--- src/rtl/wdt_freq_pkg.sv ---
package wdt_freq_pkg;
  localparam int N_W = 9;
  localparam int M_W = 7;
  localparam int CODE_W = 3;

  localparam logic [1:0] ADDR_CTRL = 2'd0;
  localparam logic [1:0] ADDR_RCV  = 2'd1;
  localparam logic [1:0] ADDR_NLO  = 2'd2;

  typedef struct packed {
    logic              n_hi;
    logic [CODE_W-1:0] code;
    logic              scale;
    logic              act;
    logic              en;
  } ctrl_t;

  typedef enum logic [1:0] {
    SEL_FOLLOW = 2'd0,
    SEL_HW     = 2'd1,
    SEL_PROG   = 2'd2
  } sel_e;
endpackage

--- src/rtl/wdt_regs.sv ---
module wdt_regs
  import wdt_freq_pkg::*;
(
  input  logic             clk,
  input  logic             rst,
  input  logic             we_i,
  input  logic [1:0]       addr_i,
  input  logic [7:0]       wdata_i,
  input  logic             alarm_i,
  output logic [7:0]       rdata_o,
  output ctrl_t            ctrl_o,
  output logic             rcv_sel_o,
  output logic [M_W-1:0]   m_o,
  output logic [N_W-2:0]   nlo_o,
  output logic             ctrl_wr_o
);
  assign ctrl_wr_o = we_i && (addr_i == ADDR_CTRL);

  always_ff @(posedge clk) begin
    if (rst) begin
      ctrl_o    <= '{n_hi: 1'b0, code: 3'b010, scale: 1'b0, act: 1'b0, en: 1'b0};
      rcv_sel_o <= 1'b0;
      m_o       <= '0;
      nlo_o     <= '0;
      rdata_o   <= '0;
    end else begin
      if (we_i) begin
        unique case (addr_i)
          ADDR_CTRL: ctrl_o <= '{n_hi: wdata_i[7], code: wdata_i[6:4],
                                 scale: wdata_i[3], act: wdata_i[2], en: wdata_i[0]};
          ADDR_RCV: begin
            rcv_sel_o <= wdata_i[7];
            m_o       <= wdata_i[6:0];
          end
          ADDR_NLO: nlo_o <= wdata_i;
          default: ;
        endcase
      end
      unique case (addr_i)
        ADDR_CTRL: rdata_o <= {ctrl_o.n_hi, ctrl_o.code, ctrl_o.scale,
                               ctrl_o.act, alarm_i, ctrl_o.en};
        ADDR_RCV:  rdata_o <= {rcv_sel_o, m_o};
        ADDR_NLO:  rdata_o <= nlo_o;
        default:   rdata_o <= 8'h00;
      endcase
    end
  end

  // the read-only alarm bit never reaches the stored control fields
  assert_ctrl_write_R2: assert property (@(posedge clk) disable iff (rst)
    ctrl_wr_o |=> (ctrl_o.en == $past(wdata_i[0])) && (ctrl_o.code == $past(wdata_i[6:4])));
endmodule

--- src/rtl/wdt_timer.sv ---
module wdt_timer #(
  parameter int SHORT_TICKS = 294,
  parameter int LONG_TICKS  = 2340
) (
  input  logic       clk,
  input  logic       rst,
  input  logic       en_i,
  input  logic       load_i,
  input  logic [2:0] code_i,
  input  logic       clr_alarm_i,
  input  logic       scale_i,
  input  logic       tick_i,
  output logic       tmo_o,
  output logic       alarm_o
);
  localparam int MAXT = (LONG_TICKS > SHORT_TICKS) ? LONG_TICKS : SHORT_TICKS;
  localparam int CW = $clog2(MAXT + 1);
  localparam logic [CW-1:0] SHORT_LAST = CW'(SHORT_TICKS - 1);
  localparam logic [CW-1:0] LONG_LAST  = CW'(LONG_TICKS - 1);

  logic [CW-1:0] pre_q;
  logic [2:0]    units_q;
  logic          expired_q;
  logic [CW-1:0] unit_last;

  assign unit_last = scale_i ? LONG_LAST : SHORT_LAST;

  always_ff @(posedge clk) begin
    if (rst) begin
      pre_q     <= '0;
      units_q   <= '0;
      expired_q <= 1'b0;
      tmo_o     <= 1'b0;
      alarm_o   <= 1'b0;
    end else begin
      tmo_o <= 1'b0;
      if (clr_alarm_i) alarm_o <= 1'b0;
      if (load_i) begin
        units_q   <= code_i;
        pre_q     <= '0;
        expired_q <= 1'b0;
      end else if (en_i && !expired_q && tick_i) begin
        if (units_q == 3'd0) begin
          expired_q <= 1'b1;
          tmo_o     <= 1'b1;
          alarm_o   <= 1'b1;
        end else if (pre_q == unit_last) begin
          pre_q <= '0;
          if (units_q == 3'd1) begin
            expired_q <= 1'b1;
            tmo_o     <= 1'b1;
            alarm_o   <= 1'b1;
          end else begin
            units_q <= units_q - 3'd1;
          end
        end else begin
          pre_q <= pre_q + CW'(1);
        end
      end
    end
  end

  assert_no_fire_disabled_R5: assert property (@(posedge clk) disable iff (rst)
    !en_i |=> !tmo_o);
  assert_single_expiry_R7: assert property (@(posedge clk) disable iff (rst)
    (tmo_o && !load_i) |=> !tmo_o);
  assert_alarm_on_expiry_R7: assert property (@(posedge clk) disable iff (rst)
    tmo_o |-> alarm_o);
endmodule

--- src/rtl/wdt_rst_pulse.sv ---
module wdt_rst_pulse #(
  parameter int RST_CYCLES = 16
) (
  input  logic clk,
  input  logic rst,
  input  logic fire_i,
  output logic rst_n_o
);
  localparam int CW = $clog2(RST_CYCLES + 1);
  logic [CW-1:0] cnt_q;

  always_ff @(posedge clk) begin
    if (rst) begin
      cnt_q   <= '0;
      rst_n_o <= 1'b1;
    end else if (fire_i) begin
      cnt_q   <= CW'(RST_CYCLES);
      rst_n_o <= 1'b0;
    end else if (cnt_q > CW'(1)) begin
      cnt_q <= cnt_q - CW'(1);
    end else if (cnt_q == CW'(1)) begin
      cnt_q   <= '0;
      rst_n_o <= 1'b1;
    end
  end

  assert_pulse_starts_R8: assert property (@(posedge clk) disable iff (rst)
    fire_i |=> !rst_n_o);
  assert_pulse_bound_R8: assert property (@(posedge clk) disable iff (rst)
    cnt_q <= CW'(RST_CYCLES));
endmodule

--- src/rtl/wdt_freq_recover.sv ---
module wdt_freq_recover
  import wdt_freq_pkg::*;
#(
  parameter int SHORT_TICKS = 294,
  parameter int LONG_TICKS  = 2340,
  parameter int RST_CYCLES  = 16
) (
  input  logic           clk,
  input  logic           rst,
  input  logic           reg_we,
  input  logic [1:0]     reg_addr,
  input  logic [7:0]     reg_wdata,
  output logic [7:0]     reg_rdata,
  input  logic           ref_tick,
  input  logic           prog_en,
  input  logic [N_W-1:0] hw_n,
  input  logic [M_W-1:0] hw_m,
  output logic           sys_rst_n,
  output logic [N_W-1:0] n_out,
  output logic [M_W-1:0] m_out
);
  ctrl_t          ctrl;
  logic           rcv_sel;
  logic [M_W-1:0] prog_m;
  logic [N_W-2:0] prog_nlo;
  logic           ctrl_wr;
  logic           alarm;
  logic           tmo;
  sel_e           sel_q;
  logic [N_W-1:0] prog_n;
  logic [N_W-1:0] n_nxt;
  logic [M_W-1:0] m_nxt;

  wdt_regs u_regs (
    .clk(clk), .rst(rst), .we_i(reg_we), .addr_i(reg_addr), .wdata_i(reg_wdata),
    .alarm_i(alarm), .rdata_o(reg_rdata), .ctrl_o(ctrl), .rcv_sel_o(rcv_sel),
    .m_o(prog_m), .nlo_o(prog_nlo), .ctrl_wr_o(ctrl_wr)
  );

  wdt_timer #(.SHORT_TICKS(SHORT_TICKS), .LONG_TICKS(LONG_TICKS)) u_timer (
    .clk(clk), .rst(rst), .en_i(ctrl.en), .load_i(ctrl_wr),
    .code_i(reg_wdata[6:4]), .clr_alarm_i(ctrl_wr && (reg_wdata[6:4] == 3'd0)),
    .scale_i(ctrl.scale), .tick_i(ref_tick), .tmo_o(tmo), .alarm_o(alarm)
  );

  wdt_rst_pulse #(.RST_CYCLES(RST_CYCLES)) u_pulse (
    .clk(clk), .rst(rst), .fire_i(tmo), .rst_n_o(sys_rst_n)
  );

  assign prog_n = {ctrl.n_hi, prog_nlo};

  always_comb begin
    unique case (sel_q)
      SEL_HW:   begin n_nxt = hw_n;   m_nxt = hw_m;   end
      SEL_PROG: begin n_nxt = prog_n; m_nxt = prog_m; end
      default: begin
        n_nxt = prog_en ? prog_n : hw_n;
        m_nxt = prog_en ? prog_m : hw_m;
      end
    endcase
  end

  always_ff @(posedge clk) begin
    if (rst) begin
      sel_q <= SEL_FOLLOW;
      n_out <= '0;
      m_out <= '0;
    end else begin
      if (tmo && !ctrl.act && sel_q == SEL_FOLLOW)
        sel_q <= rcv_sel ? SEL_PROG : SEL_HW;
      n_out <= n_nxt;
      m_out <= m_nxt;
    end
  end

  assert_lock_on_reload_R10: assert property (@(posedge clk) disable iff (rst)
    (tmo && !ctrl.act) |=> (sel_q != SEL_FOLLOW));
  assert_no_lock_reset_only_R9: assert property (@(posedge clk) disable iff (rst)
    (sel_q == SEL_FOLLOW && !(tmo && !ctrl.act)) |=> (sel_q == SEL_FOLLOW));
  assert_lock_holds_R11: assert property (@(posedge clk) disable iff (rst)
    (sel_q != SEL_FOLLOW) |=> $stable(sel_q));
endmodule

--- config.mk ---
export PLATFORM = sky130hd
export DESIGN_NAME = wdt_freq_recover
export DESIGN_NICKNAME = d
export VERILOG_FILES = /design/src/rtl/wdt_freq_pkg.sv /design/src/rtl/wdt_regs.sv /design/src/rtl/wdt_timer.sv /design/src/rtl/wdt_rst_pulse.sv /design/src/rtl/wdt_freq_recover.sv
export SDC_FILE = /design/constraint.sdc
export NUM_CORES = 1
export LEC_CHECK = 0
export BUFFER_PORTS_ARGS = -buffer_cell sky130_fd_sc_hd__buf_4
export CELL_PAD_IN_SITES_DETAIL_PLACEMENT = 0
export CELL_PAD_IN_SITES_GLOBAL_PLACEMENT = 1
export CORE_ASPECT_RATIO = 0.6
export CORE_UTILIZATION = 41
export CTS_CLUSTER_SIZE = 30
export DETAILED_ROUTE_END_ITERATION = 7
export HOLD_SLACK_MARGIN = 0.03
export PLACE_DENSITY_LB_ADDON = 0.25
export SLEW_MARGIN = 25
export SYNTH_ARGS = -nofsm -noshare
export SYNTH_HDL_FRONTEND = slang
export SYNTH_SLANG_ARGS = --single-unit
--- constraint.sdc ---
create_clock -name clk -period 2.4 [get_ports clk]
set_input_delay 0.36 -clock clk [delete_from_list [all_inputs] [get_ports clk]]
set_output_delay 0.36 -clock clk [all_outputs]
set_load 0.05 [all_outputs]
==> Yosys cells after proc, flatten, opt, wreduce, memory -nomap -nowiden <==
Cells that the tools add are included.
{ "word_totals": {"ff_bits": 73, "latchBits": 0, "ram_bits": 0, "mem_bits_ro": 0, "in_bits": 31, "out_inout_bits": 25, "elab_cells": 96, "memories": 0} }
{ "classes": {"n_addsub": 3, "n_mul": 0, "div": 0, "order_cmp": 1, "eq_ne": 10, "shift": 0, "n_mux": 31, "bitwise_logic": 2, "reduce_logical": 29} }
{ "ops": {"columns": ["op", "count"], "rows": [
  ["12-bit 2-to-1 mux", 2],
  ["8-bit one-hot mux with 3 select lines", 1],
  ["9-bit one-hot mux with 2 select lines", 1],
  ["1-bit 2-to-1 mux", 15],
  ["3-bit 2-to-1 mux", 5],
  ["5-bit 2-to-1 mux", 3],
  ["7-bit one-hot mux with 2 select lines", 1],
  ["12-bit by 1-bit adder with 12-bit output, second input constant", 1],
  ["12-bit equality test", 1],
  ["2-bit nonzero test", 6],
  ["2-bit AND reduction", 5],
  ["9-bit 2-to-1 mux", 1],
  ["7-bit 2-to-1 mux", 1],
  ["1-bit logical AND", 6],
  ["3-bit logical NOT", 2],
  ["2-bit != test, second input constant", 3],
  ["5-bit by 1-bit equality test with 1-bit output, second input constant", 1],
  ["5-bit by 1-bit greater-than comparator with 1-bit output, second input constant", 1],
  ["5-bit by 1-bit subtractor with 5-bit output, second input constant", 1],
  ["2-bit by 1-bit equality test with 1-bit output, second input constant", 2],
  ["2-bit equality test, second input constant", 2],
  ["2-bit logical NOT", 2],
  ["4-bit AND reduction", 1],
  ["2-bit OR reduction", 2],
  ["8 further kinds", 10]
]} }

==> Longest topological paths before layout <==
Gate-level depths: netlist of run 1.
{ "logic_depth": {"word_depth": 9, "ltp_mapped": 7, "mapped_depth_nobuf": 6} }

==> Modules after synthesis <==
From an unflattened synthesis of run 1, not the netlist that was laid out.
{ "hier_totals": {"hier_cells": 314, "area_unflattened_um2": 3236.9} }
{ "by_module_without_submodules": {"columns": ["module", "n_inst", "cells_per_inst", "area_each_um2", "seq_area_each_um2"], "rows": [
  ["wdt_regs", 1, 117, 1280.0, 620.6],
  ["wdt_timer", 1, 113, 1001.0, 360.3],
  ["wdt_freq_recover", 1, 53, 660.6, 360.3],
  ["wdt_rst_pulse", 1, 31, 295.3, 120.1]
]} }

==> Worst setup path after synthesis of run 1 <==
No wires, ideal clock.
{ "synth_timing": {"kind": "register to register", "from": "reg u_timer.units_q[0]", "to": "reg u_timer.pre_q[10]", "arrival_time_ns": 1.714, "required_time_ns": 2.330, "setup_slack_ns": 0.617, "path_stages_with_launch": 8, "period_less_slack_ns": 1.783, "cell_sequence": "dfxtp_1 -> inv_1 -> ha_1 -> nor2b_1 -> clkbuf_1 -> or3_1 -> or3_1 -> a21oi_1"} }
{ "synth_via": {"elab_chain_cells": 3} }
{ "synth_rtl": {"columns": ["item", "line", "rtl"], "rows": [
  ["from (decl)", "wdt_timer.sv:22", "logic [2:0] units_q;"],
  ["from (signal assigned)", "wdt_timer.sv:39", "units_q <= code_i;"],
  ["from (signal assigned)", "wdt_timer.sv:54", "units_q <= units_q - 3'd1;"],
  ["3-bit logical NOT", "wdt_timer.sv:43", "if (units_q == 3'd0) begin"],
  ["1-bit NOT (no source line)", null, null],
  ["2-bit AND reduction (no source line)", null, null],
  ["to (signal assigned)", "wdt_timer.sv:57", "pre_q <= pre_q + CW'(1);"],
  ["to (decl)", "wdt_timer.sv:21", "logic [CW-1:0] pre_q;"]
]} }
Every way passes these cells.
A chain may end at the register's enable or synchronous reset.

==> Final worst setup path of run 1 <==
Ends and elaborated chain as after synthesis.

==> results.py, run 1 <==
metrics = {
    "status": {
        "status": "finished clean",
    },
    "worst_setup_path": {
        "cpMostUsedCell": "or3_1",
        "path_class": "register to register",
        "critPathLaunchType": "register",
        "path_max_fanout": 8,
        "crit_path_max_incr_delay_ns": 0.46,
        "path_delay_family": "simple AND/OR/NAND/NOR gates",
        "required_ns": 2.66,
        "cpMaxStageDelayCell": "or3_1",
        "cp_num_buf_inv": 1,
        "end_kind": "register",
        "startpoint": "u_timer.units_q[0]$_SDFFE_PP0P_",
        "critPathArrivalTime_ns": 2.18,
        "cp_cell_sequence": "inv_1, ha_1, nor2b_1, or3_1, or3_1, a21oi_1",
        "r2r_start": "u_timer.units_q[0]$_SDFFE_PP0P_",
    },
    "timing": {
        "max_freq_mhz": 522.6,
        "fin_ws_ns": 0.4866,
        "grt_setup_unrepaired": "false",
        "min_period_over_period_pct": 79.73,
        "min_period_ns": 1.913,
        "finClkSkew_ns": 0.009693,
        "hold_viol": 0,
        "setup_viol": 0,
        "max-slew-margin-rel_pct": 53.14,
        "tns_ns": 0,
        "max_slew.worst_pin.slew_ns": 0.7028,
        "slew_violations": 0,
    },
    "floorplanning": {
        "die_h_um": 69.47,
        "ioPinCount": 56,
        "die-area_um2": 7950,
        "core-area_um2": 7297,
        "rows": 24,
        "die_x_um": 114.4,
        "start_util_pct": 42.63,
    },
    "synthesis": {
        "synth.largest_area_cell": "dfxtp_1",
        "synth_nets": 391,
        "synth.most_common_cell": "dfxtp_1",
        "syn-cell-area_um2": 3110,
        "netlist_instances": 351,
        "async_flop_share_pct": 0,
        "synthFlopType": "dfxtp_1",
        "synth_cell_types": 44,
        "synth_edf_count": 0,
        "synth-seq-cells": 73,
        "yosys_warnings": 0,
        "synth_area_per_cell_um2": 8.862,
        "yosys-top-cells-area": "dfxtp_1 (47%), nor2_1 (7.5%), mux2i_1 (5.5%), a21oi_1 (5.0%), a22oi_1 (3.9%)",
        "synth_common_cells": "dfxtp_1 (73), nor2_1 (62), a21oi_1 (31), nand2_1 (28), mux2i_1 (17)",
        "synth_top_area_share_pct": 46.98,
        "seq_area_frac_synth_pct": 46.98,
    },
    "global_routing": {
        "grt_pass1_vias": 2486,
        "grt_antenna_before_repair": 0,
        "grt_usage_pct": 20.71,
        "grt_start_max_net_pins": 60,
        "grt_pass1_wl_um": 12570,
        "grt_overflow": 0,
        "use_met3_pct": 6.381,
        "met1_usage_pct": 30.77,
        "grt-busiest-layer": "met1",
        "met2_usage_pct": 28.15,
    },
    "power_and_ir_drop": {
        "leakage_nw": 1.600,
        "p_total_mw": 3.052,
        "switching_share_pct": 24.92,
        "power_switching_mw": 0.7604,
        "power_density_nw_per_um2": 781.1,
        "clkPwrFrac_pct": 43.4,
        "vdd_ir_drop_max_v": 0.0003761,
        "seq_power_share_pct": 43.5,
        "cell_internal_pwr_mw": 2.292,
        "p_comb_share_pct": 13.0,
    },
    "run": {
        "maxCapViolCount": 0,
    },
    "clock_network": {
        "clock-sinks": 73,
        "ctsResizeCount": 0,
        "clkLatencyLatePin_ns": 0.34,
        "ctsHoldBuffers": 0,
        "tritoncts": "built",
        "cts_made_buffers": 9,
        "post_cts_buffers": 0,
        "cts_root_buffer": "clkbuf_16",
        "clockBufferDepth": 2,
        "clk_pin_slew_ns": 0.06,
        "cts_max_level": 3,
    },
    "route": {
        "routed_wl_um": 7452,
        "remaining_drc_errors": 0,
        "ant_nets": 0,
        "drt-vias-per-instance": 5.180,
        "vias": 2642,
        "drtPass1Iterations": 4,
        "wl_per_cell_um": 14.61,
        "drt_iter0_drc": 185,
    },
    "min_path": {
        "hold_path_class": "input port to register",
        "hp-start": "hw_m[1]",
    },
    "final_layout": {
        "seq_area_um2": 1461,
        "nets": 442,
        "syn_to_final_growth_pct": 25.62,
        "multi_input_area_um2": 1543,
        "n_antenna_cell": 0,
        "drive_above_1_share_pct": 20.44,
        "fill_cells": 687,
    },
    "placed_design": {
        "place.port_buffers": 55,
        "place_hpwl_um": 5268,
        "gp_congestion": 0.7409,
        "post-place-ws_ns": 0.4890,
    },
}
## layout make-up
class | count | share of cell area, %
multi-input cells | 249 | 39.48
flip-flops and latches | 73 | 37.40
repair buffers | 58 | 11.14
clock buffers | 12 | 6.564
well taps | 104 | 3.330
inverters | 11 | 1.057
clock inverters | 3 | 1.025
## cell families (layout without fill, tap and decap cells)
| family | count (synthesis) | after routing | synth area share, % |
|---|---|---|---|
| AND/OR/NAND/NOR | 141 | 141 | 22.57 |
| AO/OA/AOI/OAI | 74 | 74 | 15.49 |
| adder cells (fa/ha/maj) | 9 | 9 | 3.620 |
| flip-flops | 73 | 73 | 46.98 |
| buffers and inverters | 29 | 84 | 3.540 |
| XOR/XNOR | 7 | 7 | 1.971 |
| multiplexers | 18 | 18 | 5.833 |
## layout by cell type (no fill, tap or decap), types with 3 or more instances in the layout
cell type,Yosys,routed
nor3b_1,3,3
nand2b_1,3,3
nand3_1,12,12
or4_1,4,4
nand3b_1,3,3
buf_4,0,58
dfxtp_1,73,73
a22oi_1,16,16
nor4_1,3,3
inv_1,11,11
clkbuf_16,0,9
mux2i_1,17,17
or3_1,6,6
ha_1,9,9
o21ai_0,9,9
nor2_1,62,62
nand2_1,28,28
xnor2_1,7,7
a21oi_1,31,31
o31ai_1,3,3
nor2b_1,3,3
## state kept, by name, summed over array words and instances, names as in the netlist
register	count
n_out	9
u_regs.nlo_o	8
u_regs.rdata_o	8
u_timer.units_q	3
sel_q	2
u_pulse.rst_n_o	1
u_timer.alarm_o	1
u_timer.pre_q	12
u_regs.m_o	7
u_timer.expired_q	1
u_timer.tmo_o	1
u_pulse.cnt_q	5
u_regs.rcv_sel_o	1
u_regs.ctrl_o	7
m_out	7
## power by group through the flow
stage               Combinational, mW  Clock [mW]  Sequential [mW]
finish                          0.397        1.33             1.33
global route                    0.448        1.41             1.34
CTS                             0.401        1.36             1.33
detailed placement              0.399           0             1.35
global placement                0.393           0             1.35
floorplan                       0.221           0             1.40
## through the flow
stage / util [%] / area (um^2) / instances / hold slack [ns]
after floorplan: - / 3110 / 351 / 0.4357
after global placement: 49.43 / 3607 / 495 / 0.4463
after detailed placement: 49.49 / 3611 / 495 / 0.4492
after CTS: 53.55 / 3908 / 510 / 0.2544
after global routing: 53.55 / 3908 / 510 / 0.2714
final: 53.55 / 3908 / 510 / 0.2630
## path summary, 6_finish.rpt
path / endpoint / slack, ns / depth (start not counted)
worst max-delay path: u_timer.pre_q[10]$_SDFFE_PP0P_ / 0.49 / 6
worst min-delay path: m_out[1]$_SDFF_PP0_ / 0.26 / 3
worst max register to register: u_timer.pre_q[10]$_SDFFE_PP0P_ / 0.49 / 6
worst min register to register: u_regs.ctrl_o[5]$_SDFFE_PP0P_ / 0.46 / 2
## worst register-to-register path, cell delays in order, from the launching register on
cell and delay [ns]:
dfxtp_1 0.37, inv_1 0.08, ha_1 0.22, nor2b_1 0.23, or3_1 0.47, or3_1 0.33, a21oi_1 0.14
## layer usage
metal,up-vias,routed length [um]
met4,0,23
met1,1231,3966
met5,-,0
li1,1334,-
met2,75,2969
met3,2,494
(Power assumes the default switching activity.)
==> inputs of run 2 (changes only) <==
- CORE_UTILIZATION: 41 -> 37
- clock period: 2.4 -> 1.7 ns (I/O delays scaled with it)
==> run 2 against run 1 <==
Net effect:
- sequential power grew 41%
- largest power group unchanged
- fmax grew 14%
- critical endpoint unchanged
- clock skew shrank 0.0066 ns
==> results.py, run 2 (synthesis results as in run 1) <==
metrics = {
    "status": {
        "status": "finished clean",
    },
    "worst_setup_path": {
        "r2r_start": "u_timer.pre_q[1]$_SDFFE_PP0P_",
        "path_class": "register to register",
        "ff2ff_path_depth": 6,
        "critPathLaunchType": "register",
        "critPathArrivalTime_ns": 1.94,
        "path_max_fanout": 3,
        "regToRegSetupSlack_ns": 0.02,
        "end_kind": "register",
        "rr_endpoint": "u_timer.pre_q[10]$_SDFFE_PP0P_",
        "required_ns": 1.97,
    },
    "final_layout": {
        "final_util_pct": 52.31,
        "regMostFlops": "u_timer.pre_q",
        "final_common_cell": "buf_4",
        "seq_area_um2": 1469,
        "fin_area_um2": 4189,
        "n_antenna_cell": 0,
        "largest_reg_flops": 12,
        "syn_to_final_growth_pct": 34.67,
        "final_cell_mix": "buf_4 (78), dfxtp_1 (69), nor2_1 (62)",
        "fill_cells": 768,
        "multi_input_area_um2": 1612,
        "drive_above_1_share_pct": 28.24,
        "top_regs": "u_timer.pre_q x12, n_out x9",
        "nets": 467,
        "layoutNonFillerInstCount": 540,
    },
    "clock_network": {
        "clockBufferDepth": 2,
        "clock-sinks": 73,
        "tritoncts": "built",
        "cts_root_buffer": "clkbuf_16",
        "cts_max_level": 3,
        "cts_made_buffers": 9,
        "clkLatencyLatePin_ns": 0.33,
        "clk_pin_slew_ns": 0.06,
        "ctsHoldBuffers": 0,
    },
    "power_and_ir_drop": {
        "p_total_mw": 4.349,
        "clkPwrFrac_pct": 43.0,
        "power_switching_mw": 1.117,
        "cell_internal_pwr_mw": 3.232,
        "p_comb_share_pct": 13.9,
        "leakage_nw": 1.737,
        "vdd_ir_drop_max_v": 0.0005062,
        "power_density_nw_per_um2": 1038,
        "seq_power_share_pct": 43.1,
        "switching_share_pct": 25.69,
    },
    "route": {
        "wl_per_cell_um": 15.24,
        "remaining_drc_errors": 0,
        "routed_wl_um": 8227,
        "drtPass1Iterations": 4,
        "ant_nets": 0,
        "drt_iter0_drc": 235,
        "drt-vias-per-instance": 5.017,
        "vias": 2709,
    },
    "timing": {
        "min_period_ns": 1.678,
        "setup_viol": 0,
        "hold_viol": 0,
        "finClkSkew_ns": 0.003059,
        "max-slew-margin-rel_pct": 64.23,
        "min_period_over_period_pct": 98.71,
        "slew_violations": 0,
        "max_freq_mhz": 595.9,
        "grt_setup_unrepaired": "true",
        "max_slew.worst_pin.slew_ns": 0.5297,
    },
    "floorplanning": {
        "rows": 25,
        "die_x_um": 120.4,
        "die_h_um": 73.02,
        "core-area_um2": 8008,
        "die-area_um2": 8789,
        "start_util_pct": 38.84,
        "ioPinCount": 56,
    },
    "global_routing": {
        "grt_overflow": 0,
        "grt_pass1_vias": 2494,
        "grt_antenna_before_repair": 0,
        "grt_usage_pct": 19.45,
        "grt_pass1_wl_um": 12700,
        "grt_start_max_net_pins": 33,
    },
    "run": {
        "maxCapViolCount": 0,
    },
    "min_path": {
        "hold_path_class": "input port to register",
        "hp-start": "hw_m[1]",
        "worstHoldPathCells": 3,
        "whs_endpoint": "m_out[1]$_SDFF_PP0_",
    },
    "placed_design": {
        "dpl.cell_count": 521,
        "place_hpwl_um": 5864,
        "gp_congestion": 0.8404,
        "place_area_um2": 3784,
        "place.port_buffers": 55,
    },
}
## run 2: stage by stage
step                setup WS (ns)  hold slack [ns]  setup TNS, ns
floorplan                0.007762           0.3540              0
detailed placement       -0.07746           0.4608        -0.5291
global route             -0.04464           0.1450        -0.3150
CTS                      -0.01225           0.1467       -0.01225
global placement          0.01557           0.4446              0
finish                    0.02188           0.1562              0
## run 2: worst max-delay path, stage by stage (launching register included)
cell and delay [ns]:
dfxtp_4 0.37, buf_6 0.10, ha_2 0.18, nand3_1 0.10, or3_4 0.41, or3_1 0.32, a21oi_1 0.13
## run 2: worst max-delay path by stage
stage | from | slack [ns] | end
2_1_floorplan | u_timer.pre_q[1]$_SDFFE_PP0P_ | 0.008 | u_timer.units_q[2]$_SDFFE_PP0P_
3_3_place_gp | u_timer.pre_q[2]$_SDFFE_PP0P_ | 0.02 | u_timer.units_q[2]$_SDFFE_PP0P_
3_5_place_dp | u_timer.pre_q[2]$_SDFFE_PP0P_ | -0.08 | u_timer.units_q[2]$_SDFFE_PP0P_
4_1_cts | u_timer.pre_q[4]$_SDFFE_PP0P_ | -0.01 | u_timer.units_q[2]$_SDFFE_PP0P_
5_1_grt | u_timer.pre_q[1]$_SDFFE_PP0P_ | -0.04 | u_timer.units_q[2]$_SDFFE_PP0P_
6_report | u_timer.pre_q[1]$_SDFFE_PP0P_ | 0.02 | u_timer.pre_q[10]$_SDFFE_PP0P_
## run 2: cell type report
| cell class | instances | area share, % |
|---|---|---|
| well taps | 108 | 3.226 |
| inverters | 11 | 0.9857 |
| clock inverters | 3 | 0.9558 |
| clock buffers | 13 | 5.974 |
| flip-flops and latches | 73 | 35.07 |
| multi-input cells | 249 | 38.47 |
| repair buffers | 83 | 15.32 |
## run 2: power by group through the flow
stage          Sequential (mW)  Clock [mW]  Combinational [mW]
2_1_floorplan             1.97           0               0.313
3_3_place_gp              1.91           0               0.579
3_5_place_dp              1.91           0               0.584
4_1_cts                   1.88        1.90               0.587
5_1_grt                   1.89        1.99               0.664
6_report                  1.87        1.87               0.603
## run 2: timing repair
action                                 CTS  global route
pin swaps                                0            10
resized for setup                        3            24
setup endpoints to repair               14            28
gates cloned                             0             1
endpoints found under the hold margin    0             0
setup buffers                            0             2
## run 2: routing by layer
metal | routed length [um] | global-route usage (%) | share of wire, % | up-vias
li1 | - | - | - | 1379
met1 | 4413 | 28.98 | 54 | 1242
met2 | 3043 | 24.78 | 37 | 84
met3 | 733 | 8.359 | 8.9 | 4
met4 | 36 | 4.938 | 0.44 | 0
met5 | 0 | 0 | 0 | -
